**src/rtl/duty_avg_pkg.sv**
```systemverilog
package duty_avg_pkg;

    // Extra gain bits kept below the output LSB, removed by rounding.
    localparam int GUARD_BITS = 16;

    // Source of the step boundary.
    typedef enum logic {
        STEP_INTERNAL = 1'b0,
        STEP_EXTERNAL = 1'b1
    } step_src_e;

    // Width that holds every count from 0 up to k.
    function automatic int count_width(input int k);
        return (k < 1) ? 1 : $clog2(k + 1);
    endfunction

endpackage

```
**src/rtl/duty_avg_sync.sv**
```systemverilog
module duty_avg_sync #(
    parameter int STAGES = 2
) (
    input  logic clk,
    input  logic rst_n,
    input  logic async_in,
    output logic sync_out
);
    localparam int SW = (STAGES < 2) ? 2 : STAGES;

    logic [SW-1:0] chain_d, chain_q;

    always_comb begin
        chain_d = {chain_q[SW-2:0], async_in};
    end

    always_ff @(posedge clk or negedge rst_n) begin
        if (!rst_n) chain_q <= '0;
        else        chain_q <= chain_d;
    end

    assign sync_out = chain_q[SW-1];
endmodule

```
**src/rtl/duty_avg_stepgen.sv**
```systemverilog
module duty_avg_stepgen
    import duty_avg_pkg::*;
#(
    parameter int        K       = 10,
    parameter step_src_e STEP_SRC = STEP_INTERNAL
) (
    input  logic clk,
    input  logic rst_n,
    input  logic strobe_in,
    output logic step_end
);
    generate
        if (STEP_SRC == STEP_INTERNAL) begin : g_divider
            localparam int TICK_W = (K > 1) ? $clog2(K) : 1;
            localparam logic [TICK_W-1:0] LAST = TICK_W'(K - 1);

            typedef struct packed {
                logic [TICK_W-1:0] tick;
            } div_state_t;

            div_state_t st_d, st_q;
            logic       unused_strobe;

            assign unused_strobe = strobe_in;
            assign step_end      = (st_q.tick == LAST);

            always_comb begin
                st_d = st_q;
                if (step_end) st_d.tick = '0;
                else          st_d.tick = st_q.tick + 1'b1;
            end

            always_ff @(posedge clk or negedge rst_n) begin
                if (!rst_n) st_q <= '0;
                else        st_q <= st_d;
            end

            if (K > 1) begin : g_gap_chk
                // internal boundaries are never adjacent when K > 1
                assert_step_gap_R6: assert property (@(posedge clk) disable iff (!rst_n)
                    step_end |=> !step_end);
            end
        end else begin : g_strobe
            assign step_end = strobe_in;
        end
    endgenerate
endmodule

```
**src/rtl/duty_avg_accum.sv**
```systemverilog
module duty_avg_accum #(
    parameter int K     = 10,
    parameter int CNT_W = 4
) (
    input  logic             clk,
    input  logic             rst_n,
    input  logic             sample,
    input  logic             step_end,
    output logic [CNT_W-1:0] cap_count,
    output logic             cap_valid
);
    localparam logic [CNT_W:0] LIMIT = (CNT_W + 1)'(K);

    typedef struct packed {
        logic [CNT_W-1:0] cnt;
        logic [CNT_W-1:0] cap;
        logic             capv;
    } acc_state_t;

    acc_state_t     st_d, st_q;
    logic [CNT_W:0] sum;
    logic [CNT_W:0] sat;

    always_comb begin
        sum = {1'b0, st_q.cnt} + {{CNT_W{1'b0}}, sample};
        sat = (sum > LIMIT) ? LIMIT : sum;
        st_d = st_q;
        if (step_end) begin
            // The boundary sample closes the current step.
            st_d.cap  = sat[CNT_W-1:0];
            st_d.capv = 1'b1;
            st_d.cnt  = '0;
        end else begin
            st_d.capv = 1'b0;
            st_d.cnt  = sat[CNT_W-1:0];
        end
    end

    always_ff @(posedge clk or negedge rst_n) begin
        if (!rst_n) st_q <= '0;
        else        st_q <= st_d;
    end

    assign cap_count = st_q.cap;
    assign cap_valid = st_q.capv;

    // running count never exceeds the step size
    assert_cnt_bound_R3: assert property (@(posedge clk) disable iff (!rst_n)
        st_q.cnt <= CNT_W'(K));
    // captured totals are bounded too
    assert_cap_bound_R3: assert property (@(posedge clk) disable iff (!rst_n)
        cap_valid |-> (cap_count <= CNT_W'(K)));
    // a new step starts from nothing, at most the first sample after the boundary
    assert_restart_R5: assert property (@(posedge clk) disable iff (!rst_n)
        step_end |=> (st_q.cnt <= CNT_W'(1)));
endmodule

```
**src/rtl/duty_avg_norm.sv**
```systemverilog
module duty_avg_norm
    import duty_avg_pkg::*;
#(
    parameter int K      = 10,
    parameter int CNT_W  = 4,
    parameter int OUT_W  = 32,
    parameter int FRAC_W = 22
) (
    input  logic                    clk,
    input  logic                    rst_n,
    input  logic [CNT_W-1:0]        cap_count,
    input  logic                    cap_valid,
    output logic signed [OUT_W-1:0] duty,
    output logic                    duty_valid
);
    localparam int GX     = GUARD_BITS;
    localparam int GAIN_W = FRAC_W + GX + 1;
    localparam int PROD_W = CNT_W + GAIN_W;
    localparam logic [63:0] GAIN64 =
        ((64'd1 << (FRAC_W + GX)) + 64'(K / 2)) / 64'(K);
    localparam logic [GAIN_W-1:0] GAIN = GAIN64[GAIN_W-1:0];
    localparam logic [PROD_W-1:0] HALF = PROD_W'(1) << (GX - 1);
    localparam logic [PROD_W-1:0] ONE_P = PROD_W'(1) << FRAC_W;
    localparam logic [OUT_W-1:0]  ONE_O = OUT_W'(1) << FRAC_W;

    typedef struct packed {
        logic [OUT_W-1:0] duty;
        logic             vld;
    } norm_state_t;

    norm_state_t       st_d, st_q;
    logic [PROD_W-1:0] prod;
    logic [PROD_W-1:0] scaled;

    always_comb begin
        prod   = PROD_W'(cap_count) * PROD_W'(GAIN);
        scaled = (prod + HALF) >> GX;
        st_d     = st_q;
        st_d.vld = cap_valid;
        if (cap_valid) begin
            st_d.duty = (scaled > ONE_P) ? ONE_O : OUT_W'(scaled);
        end
    end

    always_ff @(posedge clk or negedge rst_n) begin
        if (!rst_n) st_q <= '0;
        else        st_q <= st_d;
    end

    assign duty       = st_q.duty;
    assign duty_valid = st_q.vld;

    // the result never leaves the 0..1.0 range
    assert_duty_max_R4: assert property (@(posedge clk) disable iff (!rst_n)
        duty_valid |-> (duty >= 0 && duty <= $signed(ONE_O)));
    // a saturated step reads exactly one
    assert_full_one_R4: assert property (@(posedge clk) disable iff (!rst_n)
        (cap_valid && cap_count == CNT_W'(K)) |=> (duty == $signed(ONE_O)));
    // every capture yields a valid output on the next edge
    assert_valid_follow_R8: assert property (@(posedge clk) disable iff (!rst_n)
        cap_valid |=> duty_valid);
endmodule

```
**src/rtl/pwm_duty_averager.sv**
```systemverilog
module pwm_duty_averager
    import duty_avg_pkg::*;
#(
    parameter int        K           = 10,
    parameter int        SYNC_STAGES = 2,
    parameter int        OUT_W       = 32,
    parameter int        FRAC_W      = 22,
    parameter step_src_e STEP_SRC    = STEP_INTERNAL
) (
    input  logic                    clk,
    input  logic                    rst_n,
    input  logic                    pwm_in,
    input  logic                    step_strobe,
    output logic signed [OUT_W-1:0] duty_out,
    output logic                    duty_valid
);
    localparam int CNT_W = count_width(K);

    logic             pwm_s;
    logic             step_end;
    logic [CNT_W-1:0] cap_count;
    logic             cap_valid;

    duty_avg_sync #(.STAGES(SYNC_STAGES)) u_sync (
        .clk      (clk),
        .rst_n    (rst_n),
        .async_in (pwm_in),
        .sync_out (pwm_s)
    );

    duty_avg_stepgen #(.K(K), .STEP_SRC(STEP_SRC)) u_step (
        .clk       (clk),
        .rst_n     (rst_n),
        .strobe_in (step_strobe),
        .step_end  (step_end)
    );

    duty_avg_accum #(.K(K), .CNT_W(CNT_W)) u_accum (
        .clk       (clk),
        .rst_n     (rst_n),
        .sample    (pwm_s),
        .step_end  (step_end),
        .cap_count (cap_count),
        .cap_valid (cap_valid)
    );

    duty_avg_norm #(.K(K), .CNT_W(CNT_W), .OUT_W(OUT_W), .FRAC_W(FRAC_W)) u_norm (
        .clk        (clk),
        .rst_n      (rst_n),
        .cap_count  (cap_count),
        .cap_valid  (cap_valid),
        .duty       (duty_out),
        .duty_valid (duty_valid)
    );

    // the output word only moves together with a valid pulse
    assert_hold_R9: assert property (@(posedge clk) disable iff (!rst_n)
        !duty_valid |-> $stable(duty_out));
    // a valid pulse is always caused by a boundary two edges earlier
    assert_valid_cause_R8: assert property (@(posedge clk) disable iff (!rst_n)
        duty_valid |-> $past(cap_valid));
endmodule

```
**config.mk**
```make
export PLATFORM = sky130hd
export DESIGN_NAME = pwm_duty_averager
export DESIGN_NICKNAME = d
export VERILOG_FILES = /design/src/rtl/duty_avg_pkg.sv /design/src/rtl/duty_avg_sync.sv /design/src/rtl/duty_avg_stepgen.sv /design/src/rtl/duty_avg_accum.sv /design/src/rtl/duty_avg_norm.sv /design/src/rtl/pwm_duty_averager.sv
export SDC_FILE = /design/constraint.sdc
export NUM_CORES = 1
export LEC_CHECK = 0
export BUFFER_PORTS_ARGS = -buffer_cell sky130_fd_sc_hd__buf_2
export CAP_MARGIN = 30
export CORE_ASPECT_RATIO = 0.75
export CORE_MARGIN = 3
export CORE_UTILIZATION = 55
export DETAILED_ROUTE_END_ITERATION = 12
export HOLD_SLACK_MARGIN = 0.05
export MAX_ROUTING_LAYER = met4
export PLACE_DENSITY_LB_ADDON = 0.15
export SYNTH_ARGS = -nofsm -noshare
export SYNTH_HDL_FRONTEND = slang
export SYNTH_SLANG_ARGS = --single-unit
```
**constraint.sdc**
```tcl
create_clock -name clk -period 3.8 [get_ports clk]
set_input_delay 0.57 -clock clk [delete_from_list [all_inputs] [get_ports clk]]
set_output_delay 0.57 -clock clk [all_outputs]
set_load 0.05 [all_outputs]
```
Word level (Yosys, flattened, before mapping) --
Index checks and enable logic that the tools add are counted.
Storage, ports and cells: memories kept 0, memory bits (read-only) 0, bits in latches 0, output and inout bits 33, input bits 4, logic and storage cells 19, register bits after elaboration 48, bits in writable memories 0
Operators by class: div/mod/pow operators 0, shifts and indexed selects 0, eq/ne operators 1, add/sub/neg operators 3, mux-type cells 5, $mul 1, bitwise operators 0, reduce and logical (&&, ||, !) cells 0, $lt $le $gt $ge 2
Operator list (count):
- $add A39 B16 Y40 const B | 1
- $mul A4 B34 Y38 const B | 1
- $gt A27 B23 Y1 const B | 1
- $mux W27 | 1
- $mux W4 | 3
- $add A4 B1 Y5 | 1
- $gt A5 B4 Y1 const B | 1
- $add A4 B1 Y4 const B | 1
- $eq A4 B4 Y1 const B | 1
- $mux W1 | 1

Depth between registers and ports, before layout --
Gate-level depths: netlist (run 1).
depth in word-level cells 4, gate-level depth with buffers 13, mapped depth without buffers 13

Cells and area by module --
A second synthesis (run 1) with hierarchy kept.
Unflattened totals: cell total of the unflattened synthesis 209, area total of the unflattened synthesis 2134.5 um^2
By module, submodules not included:
- duty_avg_norm | area an instance 1456.4 um^2, cells an instance 152, sequential area each 625.6 um^2, times used 1
- duty_avg_accum | area an instance 456.7 um^2, cells an instance 40, sequential area each 225.2 um^2, times used 1
- duty_avg_stepgen | area an instance 171.4 um^2, cells an instance 15, sequential area each 100.1 um^2, times used 1
- duty_avg_sync | area an instance 50.0 um^2, cells an instance 2, sequential area each 50.0 um^2, times used 1

Worst setup path after synthesis (run 1) --
OpenSTA, ideal clock, no wires.
path kind register to register, start point reg u_accum.st_q (netlist bit u_accum.cap_count[2]), end point reg u_norm.st_q (netlist bit u_norm.duty[13]), stages on the path, launching flop included 14, setup time 142 ps, data arrival time 2984 ps, path slack 674 ps, data required time 3658 ps, cells stage by stage dfrtp_1 -> inv_1 -> ha_1 -> ha_1 -> or2_2 -> ha_1 -> a211oi_2 -> nor2_1 -> a21oi_1 -> ha_1 -> nor2_1 -> and2_1 -> o311ai_2 -> o21ai_0
On the way: cells in the longest elaborated chain, start to end 4
RTL lines:
- start, declared | line duty_avg_accum.sv:20 | acc_state_t st_d, st_q;
- start signal, assigned | line duty_avg_accum.sv:41 | else st_q <= st_d;
- $mul A4 B34 Y38 * | line duty_avg_norm.sv:36 | prod = PROD_W'(cap_count) * PROD_W'(GAIN);
- $add A39 B16 Y40 * | line duty_avg_norm.sv:37 | scaled = (prod + HALF) >> GX;
- $gt A27 B23 Y1 | line duty_avg_norm.sv:41 | st_d.duty = (scaled > ONE_P) ? ONE_O : OUT_W'(scaled);
- $mux W27 * | line duty_avg_norm.sv:41
- end signal, assigned | line duty_avg_norm.sv:47 | else st_q <= st_d;
- end, declared | line duty_avg_norm.sv:31 | norm_state_t st_d, st_q;
Mark *: on every way between the ends. The rest lies on a longest branch, timed or not. A chain may end at the register's enable or synchronous reset.

Worst setup path after layout (run 1) --
start point reg u_accum.st_q (netlist bit u_accum.cap_count[2]), end point reg u_norm.st_q (netlist bit u_norm.duty[21])
Same word-level chain as after synthesis.

==> results of run 1 <==
cell type report:
cell class,count,area [um2],share of cell area
inverter,30,112.6,0.04754
sequential,40,1001,0.4226
clock inverter,2,35.03,0.01479
timing repair buffer,28,162.7,0.06867
multi-input combinational,129,922.1,0.3893
tap,50,62.56,0.02641
clock buffer,6,72.57,0.03064
worst reg2reg max path, stage by stage (launching register included):
cell,delay (ns)
dfrtp_1,0.40
inv_1,0.06
ha_1,0.21
ha_1,0.17
or2_2,0.29
ha_1,0.37
a211oi_2,0.37
nor2_1,0.13
a21oi_1,0.30
ha_2,0.31
nor4b_1,0.47
xor2_1,0.24
o22ai_1,0.10
how the worst max path moves through the flow:
stage                          from  slack [ns]         endpoint  cells past startpoint
6_report       u_accum.cap_count[2]        0.26  u_norm.duty[21]                     12
4_1_cts        u_accum.cap_count[2]        0.26   u_norm.duty[7]                     12
2_1_floorplan  u_accum.cap_count[2]        0.67  u_norm.duty[13]                     13
3_5_place_dp   u_accum.cap_count[2]        0.28  u_norm.duty[21]                     12
5_1_grt        u_accum.cap_count[2]        0.04  u_norm.duty[17]                     13
3_3_place_gp   u_accum.cap_count[2]        0.36   u_norm.duty[7]                     12
stage by stage:
step	cell area (um2)	cells	hold slack (ns)	worst slack (ns)	utilization
after global routing	2369	285	0.3804	0.03840	0.6829
after CTS	2366	285	0.3606	0.2619	0.6822
after global placement	2231	276	0.3339	0.3634	0.6432
final	2369	285	0.3603	0.2614	0.6829
after floorplan	2110	211	0.2744	0.6745	-
after detailed placement	2258	277	0.3428	0.2792	0.6512
flip-flops by register name, summed over array words and instances (netlist names):
| signal | cells |
|---|---|
| u_accum.cap_count | 4 |
| u_step.g_divider.st_q | 4 |
| u_accum.cap_valid | 1 |
| u_accum.st_q | 4 |
| u_sync.chain_q | 2 |
| u_norm.duty | 24 |
| u_norm.duty_valid | 1 |
cells by family (layout without fill, tap and decap cells):
kind of cell             Yosys count  count (layout)
AND/OR/NAND/NOR                   48              48
AO/OA/AOI/OAI                     46              46
buffers and inverters             42              66
flip-flops                        40              40
adder cells (fa/ha/maj)           13              13
XOR/XNOR                          12              12
multiplexers                       2               2
other                              1               8
cells in the mapped netlist (all sizes together) (3+ instances only):
library cell,number
nor2,11
buf,9
ha,13
nand2,11
nand3,4
nand4,3
a21oi,4
o22ai,3
o21ai,29
clkbuf,3
dfrtp,40
xor2,6
xnor2,6
nand2b,4
inv,30
layer usage:
| layer | global-route usage | up-vias | wire length, um |
|---|---|---|---|
| li1 | - | 722 | - |
| met4 | 0.04569 | 0 | 15 |
| met2 | 0.2940 | 30 | 1775 |
| met5 | - | - | 0 |
| met1 | 0.2394 | 724 | 1815 |
| met3 | 0.04711 | 2 | 169 |
cells in the final DEF (no fill, tap or decap), types with 2 or more instances in the layout:
cell | Yosys | routed
dfrtp_1 | 40 | 40
inv_1 | 30 | 30
buf_2 | 1 | 27
o21ai_0 | 19 | 19
ha_1 | 13 | 12
nor2_1 | 11 | 11
nand2_1 | 10 | 10
conb_1 | 1 | 8
o21ai_1 | 7 | 7
xor2_1 | 6 | 6
xnor2_1 | 6 | 6
clkbuf_8 | 0 | 5
a21oi_1 | 4 | 4
nand2b_1 | 4 | 4
nand3_1 | 4 | 4
nand4_1 | 3 | 3
o22ai_1 | 3 | 3
o21ai_2 | 3 | 3
or2_2 | 2 | 2
nor2b_1 | 2 | 2
nor3b_1 | 2 | 2
and2_1 | 2 | 2
nand4b_4 | 2 | 2
timing repair:
action,in CTS,in global routing
buffers inserted,0,0
resized for setup,0,1
endpoints found under the setup margin,0,2
==> impl_metrics.yaml, run 1 <==
critical_path:
  cp_top_family: "adder cells"
  cp-end-kind: "flip-flop"
  path_class: "flip-flop to flip-flop"
  start_kind: "flip-flop"
  cp.buffers_inverters: 1
  crit_top_cell: "ha_1"
  arrival_ns: 3.69
  r2r_start: "u_accum.cap_count[2]"
  critical_path_required_ns: 3.95
  cp_max_fo: 7
  worstPathCellList: "inv_1 > ha_1 > ha_1 > or2_2 > ha_1 > a211oi_2 > nor2_1 > a21oi_1 > ha_2 > nor4b_1 > xor2_1 > o22ai_1"
  crit_path_max_incr_delay_ns: 0.47
  reg2reg_depth: 12
  reg2reg_slack_ns: 0.26
  r2r_end: "u_norm.duty[21]"
  crit_path_top_delay_cell: "nor4b_1"
logic_synthesis:
  yosysTopAreaCell: "dfrtp_1"
  synthesis.area_um2: 2083
  ys_async_sr_fraction: 1.000
  ys_seq_elements: 40
  synth_compound_area_frac: 0.1483
  avgSynthCellArea_um2: 10.21
  ys_top_cells_by_area: "dfrtp_1 48%, ha_1 7.8%, inv_1 5.4%"
  ys.flop_type: "dfrtp_1"
  synth_top_area_frac: 0.4805
  synth_cell_types: 42
  synth_cells: 204
  synth_warnings: 0
  synth-xor-area-share: 0.05045
  synth-edff-count: 0
  yosys.area_share.simple: 0.1381
  ys_seq_area_frac: 0.4805
  muxShareOfSynthArea: 0.01201
  synth_top_family_by_area: "compound AO/OA/AOI/OAI gates"
  synth_adder_area_share: 0.07808
cells_and_area:
  diodes: 0
  syn_to_final_growth_pct: 13.69
  fillCellCount: 286
  layout-drive-gt1-share: 0.2128
  nets: 251
cts:
  cts_tree: "built"
  hold_buffers: 0
  h-tree-depth: 2
  clockBufferDepth: 2
  clk_latency_ns: 0.28
  cts-root-buf: "clkbuf_8"
  numClockSinks: 40
  numCtsBuffers: 5
  path_clk_slew_ns: 0.08
global_routing:
  grt_pass1_vias: 1491
  gr-total-overflow: 0
  grt_max_degree: 41
  grt_pass1_wl_um: 6499
  antenna_found_initial: 0
  grt_use_total: 0.1840
drt:
  wl_per_cell_um: 13.25
  vias_per_cell: 5.186
  first_pass_iters: 4
  detail-route-antenna-nets: 0
  drc: 0
  route.vias.total: 1478
  wirelength_um: 3776
  drt_iter0_drc: 41
run_status:
  status: "completed"
floorplan:
  die_width_um: 77.07
  core_area_um2: 3468
  ios: 37
  num_rows: 18
  die_height_um: 59.30
  die-area_um2: 4570
  start_util: 0.6006
worst_hold_path:
  hold_class: "flip-flop to flip-flop"
  whs_path_depth: 0
  min_to: "u_sync.chain_q[1]"
  min_from: "u_sync.chain_q[0]"
timing:
  hold_viol_final: 0
  min_period_over_period: 0.9312
  setup_tns_ns: 0
  tightest_slew_ns: 0.8815
  rsz0062_at_grt: "false"
  drv_slew: 0
  skew_ns: 0.006841
  slew_headroom: 0.4123
  max_freq_ghz: 0.2826
  min_period_ns: 3.539
  setup_viol_count_final: 0
placement:
  io_buffers: 27
  dp_hpwl_um: 2827
  gp_congestion: 0.7603
flow_run:
  maxCapViolations: 0
Power of run 1 is not shown: default switching activity piles up to over one toggle a cycle in this logic, so the estimate is an artifact.
==> inputs of run 2 (changes only) <==
--- a/config.mk
+++ b/config.mk
@@ -7,7 +7,7 @@
 export LEC_CHECK = 0
 export BUFFER_PORTS_ARGS = -buffer_cell sky130_fd_sc_hd__buf_2
 export CAP_MARGIN = 30
-export CORE_ASPECT_RATIO = 0.75
+export CORE_ASPECT_RATIO = 1.5
 export CORE_MARGIN = 3
 export CORE_UTILIZATION = 55
 export DETAILED_ROUTE_END_ITERATION = 12
==> run 2 against run 1 <==
Maximum frequency shrank 0.52%. Final cell count decreased by 2.5%. First-iteration DRC count down 41%. Critical endpoint is now u_norm.duty[13]. Non-clock buffer count up 1. Worst setup slack got worse by 0.019 ns. Global-route usage is 0.42 points higher. Largest cell class unchanged.
==> impl_metrics.yaml, run 2 (synthesis gave the netlist of run 1 again) <==
critical_path:
  arrival_ns: 3.70
  crit_path_max_incr_delay_ns: 0.40
  path_class: "flip-flop to flip-flop"
  worstPathCellList: "inv_1 > ha_1 > ha_1 > or2_2 > ha_1 > a211oi_2 > nor2_1 > a21oi_1 > ha_1 > nor2_1 > and2_1 > o311ai_2 > o21ai_0"
  crit_path_top_delay_cell: "dfrtp_1"
  start_kind: "flip-flop"
  critical_path_required_ns: 3.94
  cp_max_fo: 7
  cp-end-kind: "flip-flop"
  crit_top_cell: "ha_1"
  cp.buffers_inverters: 1
  cp_top_family: "compound AO/OA/AOI/OAI gates"
cts:
  h-tree-depth: 2
  clockBufferDepth: 2
  path_clk_slew_ns: 0.08
  post_cts_buffers: 0
  ctsResizeCount: 0
  numClockSinks: 40
  cts-root-buf: "clkbuf_8"
  numCtsBuffers: 5
  hold_buffers: 0
  cts_tree: "built"
  clk_latency_ns: 0.29
timing:
  max_freq_ghz: 0.2811
  setup_viol_count_final: 0
  skew_ns: 0.005292
  hold_viol_final: 0
  min_period_over_period: 0.9361
  min_period_ns: 3.557
  slew_headroom: 0.4241
  drv_slew: 0
  setup_tns_ns: 0
  rsz0062_at_grt: "false"
  tightest_slew_ns: 0.8638
global_routing:
  grt_max_degree: 41
  gr-total-overflow: 0
  grt_pass1_vias: 1534
  grt_pass1_wl_um: 6527
  grt_use_total: 0.1882
  antenna_found_initial: 0
cells_and_area:
  nets: 252
  final_common_cell: "dfrtp_1"
  largest_reg_flops: 24
  layout-drive-gt1-share: 0.2161
  finish.utilization: 0.6766
  seq_area_um2: 1001
  final_cell_mix: "40 x dfrtp_1, 30 x inv_1, 27 x buf_2, 19 x o21ai_0, 13 x ha_1"
  layout.cells.non_filler: 278
  top_register: "u_norm.duty"
  diodes: 0
  syn_to_final_growth_pct: 14.11
  fillCellCount: 280
  multiInputGateArea_um2: 919.6
floorplan:
  core_area_um2: 3513
  die-area_um2: 4577
  die_height_um: 81.38
  num_rows: 26
  ios: 37
  start_util: 0.5929
  die_width_um: 56.25
drt:
  drt_iter0_drc: 24
  wl_per_cell_um: 13.53
  wirelength_um: 3762
  detail-route-antenna-nets: 0
  vias_per_cell: 5.288
  route.vias.total: 1470
  drc: 0
  first_pass_iters: 2
placement:
  dp_hpwl_um: 2871
  io_buffers: 27
  gp_congestion: 0.8648
  post-place-cells: 269
worst_hold_path:
  hold_class: "flip-flop to flip-flop"
flow_run:
  maxCapViolations: 0
run_status:
  status: "completed"
run 2: changes by cell type in the layout (fill, tap and decap cells not counted):
cell      previous run  this run
buf_4                0         1
clkbuf_1             1         0
clkbuf_8             5         6
clkinv_2             1         0
clkinv_4             0         1
ha_1                12        13
ha_2                 1         0
run 2: layout make-up:
cell class                 instances  share of cell area
clock inverter                     2             0.01632
multi-input combinational        129              0.3868
inverter                          30             0.04737
tap                               42             0.02211
timing repair buffer              29             0.07158
sequential                        40              0.4211
clock buffer                       6             0.03474
run 2: through the flow:
step | setup WS (ns) | hold WS, ns | area, um2
2_1_floorplan | 0.6745 | 0.2744 | 2110
3_3_place_gp | 0.2999 | 0.3354 | 2228
3_5_place_dp | 0.2199 | 0.3347 | 2228
4_1_cts | 0.1671 | 0.3528 | 2350
5_1_grt | 0.005702 | 0.3690 | 2377
6_report | 0.2429 | 0.3510 | 2377
run 2: final timing paths:
kind	startpoint	endpoint	slack (ns)	depth (start not counted)
worst max-delay path	u_accum.cap_count[2]	u_norm.duty[13]	0.24	13
worst min-delay path	u_sync.chain_q[0]	u_sync.chain_q[1]	0.35	0
worst max register to register	u_accum.cap_count[2]	u_norm.duty[13]	0.24	13
worst min register to register	u_sync.chain_q[0]	u_sync.chain_q[1]	0.35	0
max in group asynchronous	rst_n	u_accum.cap_count[2]	2.87	1
min in group asynchronous	rst_n	u_norm.duty[1]	0.39	1
run 2: layer usage:
layer  part of all wire  track usage  vias up
met5                  0            -        -
met4              0.033      0.09026        0
met3              0.042      0.04610       12
met2               0.57       0.3642       32
met1               0.36       0.1680      700
li1                   -            -      726
Power of run 2 is left out for the same reason.
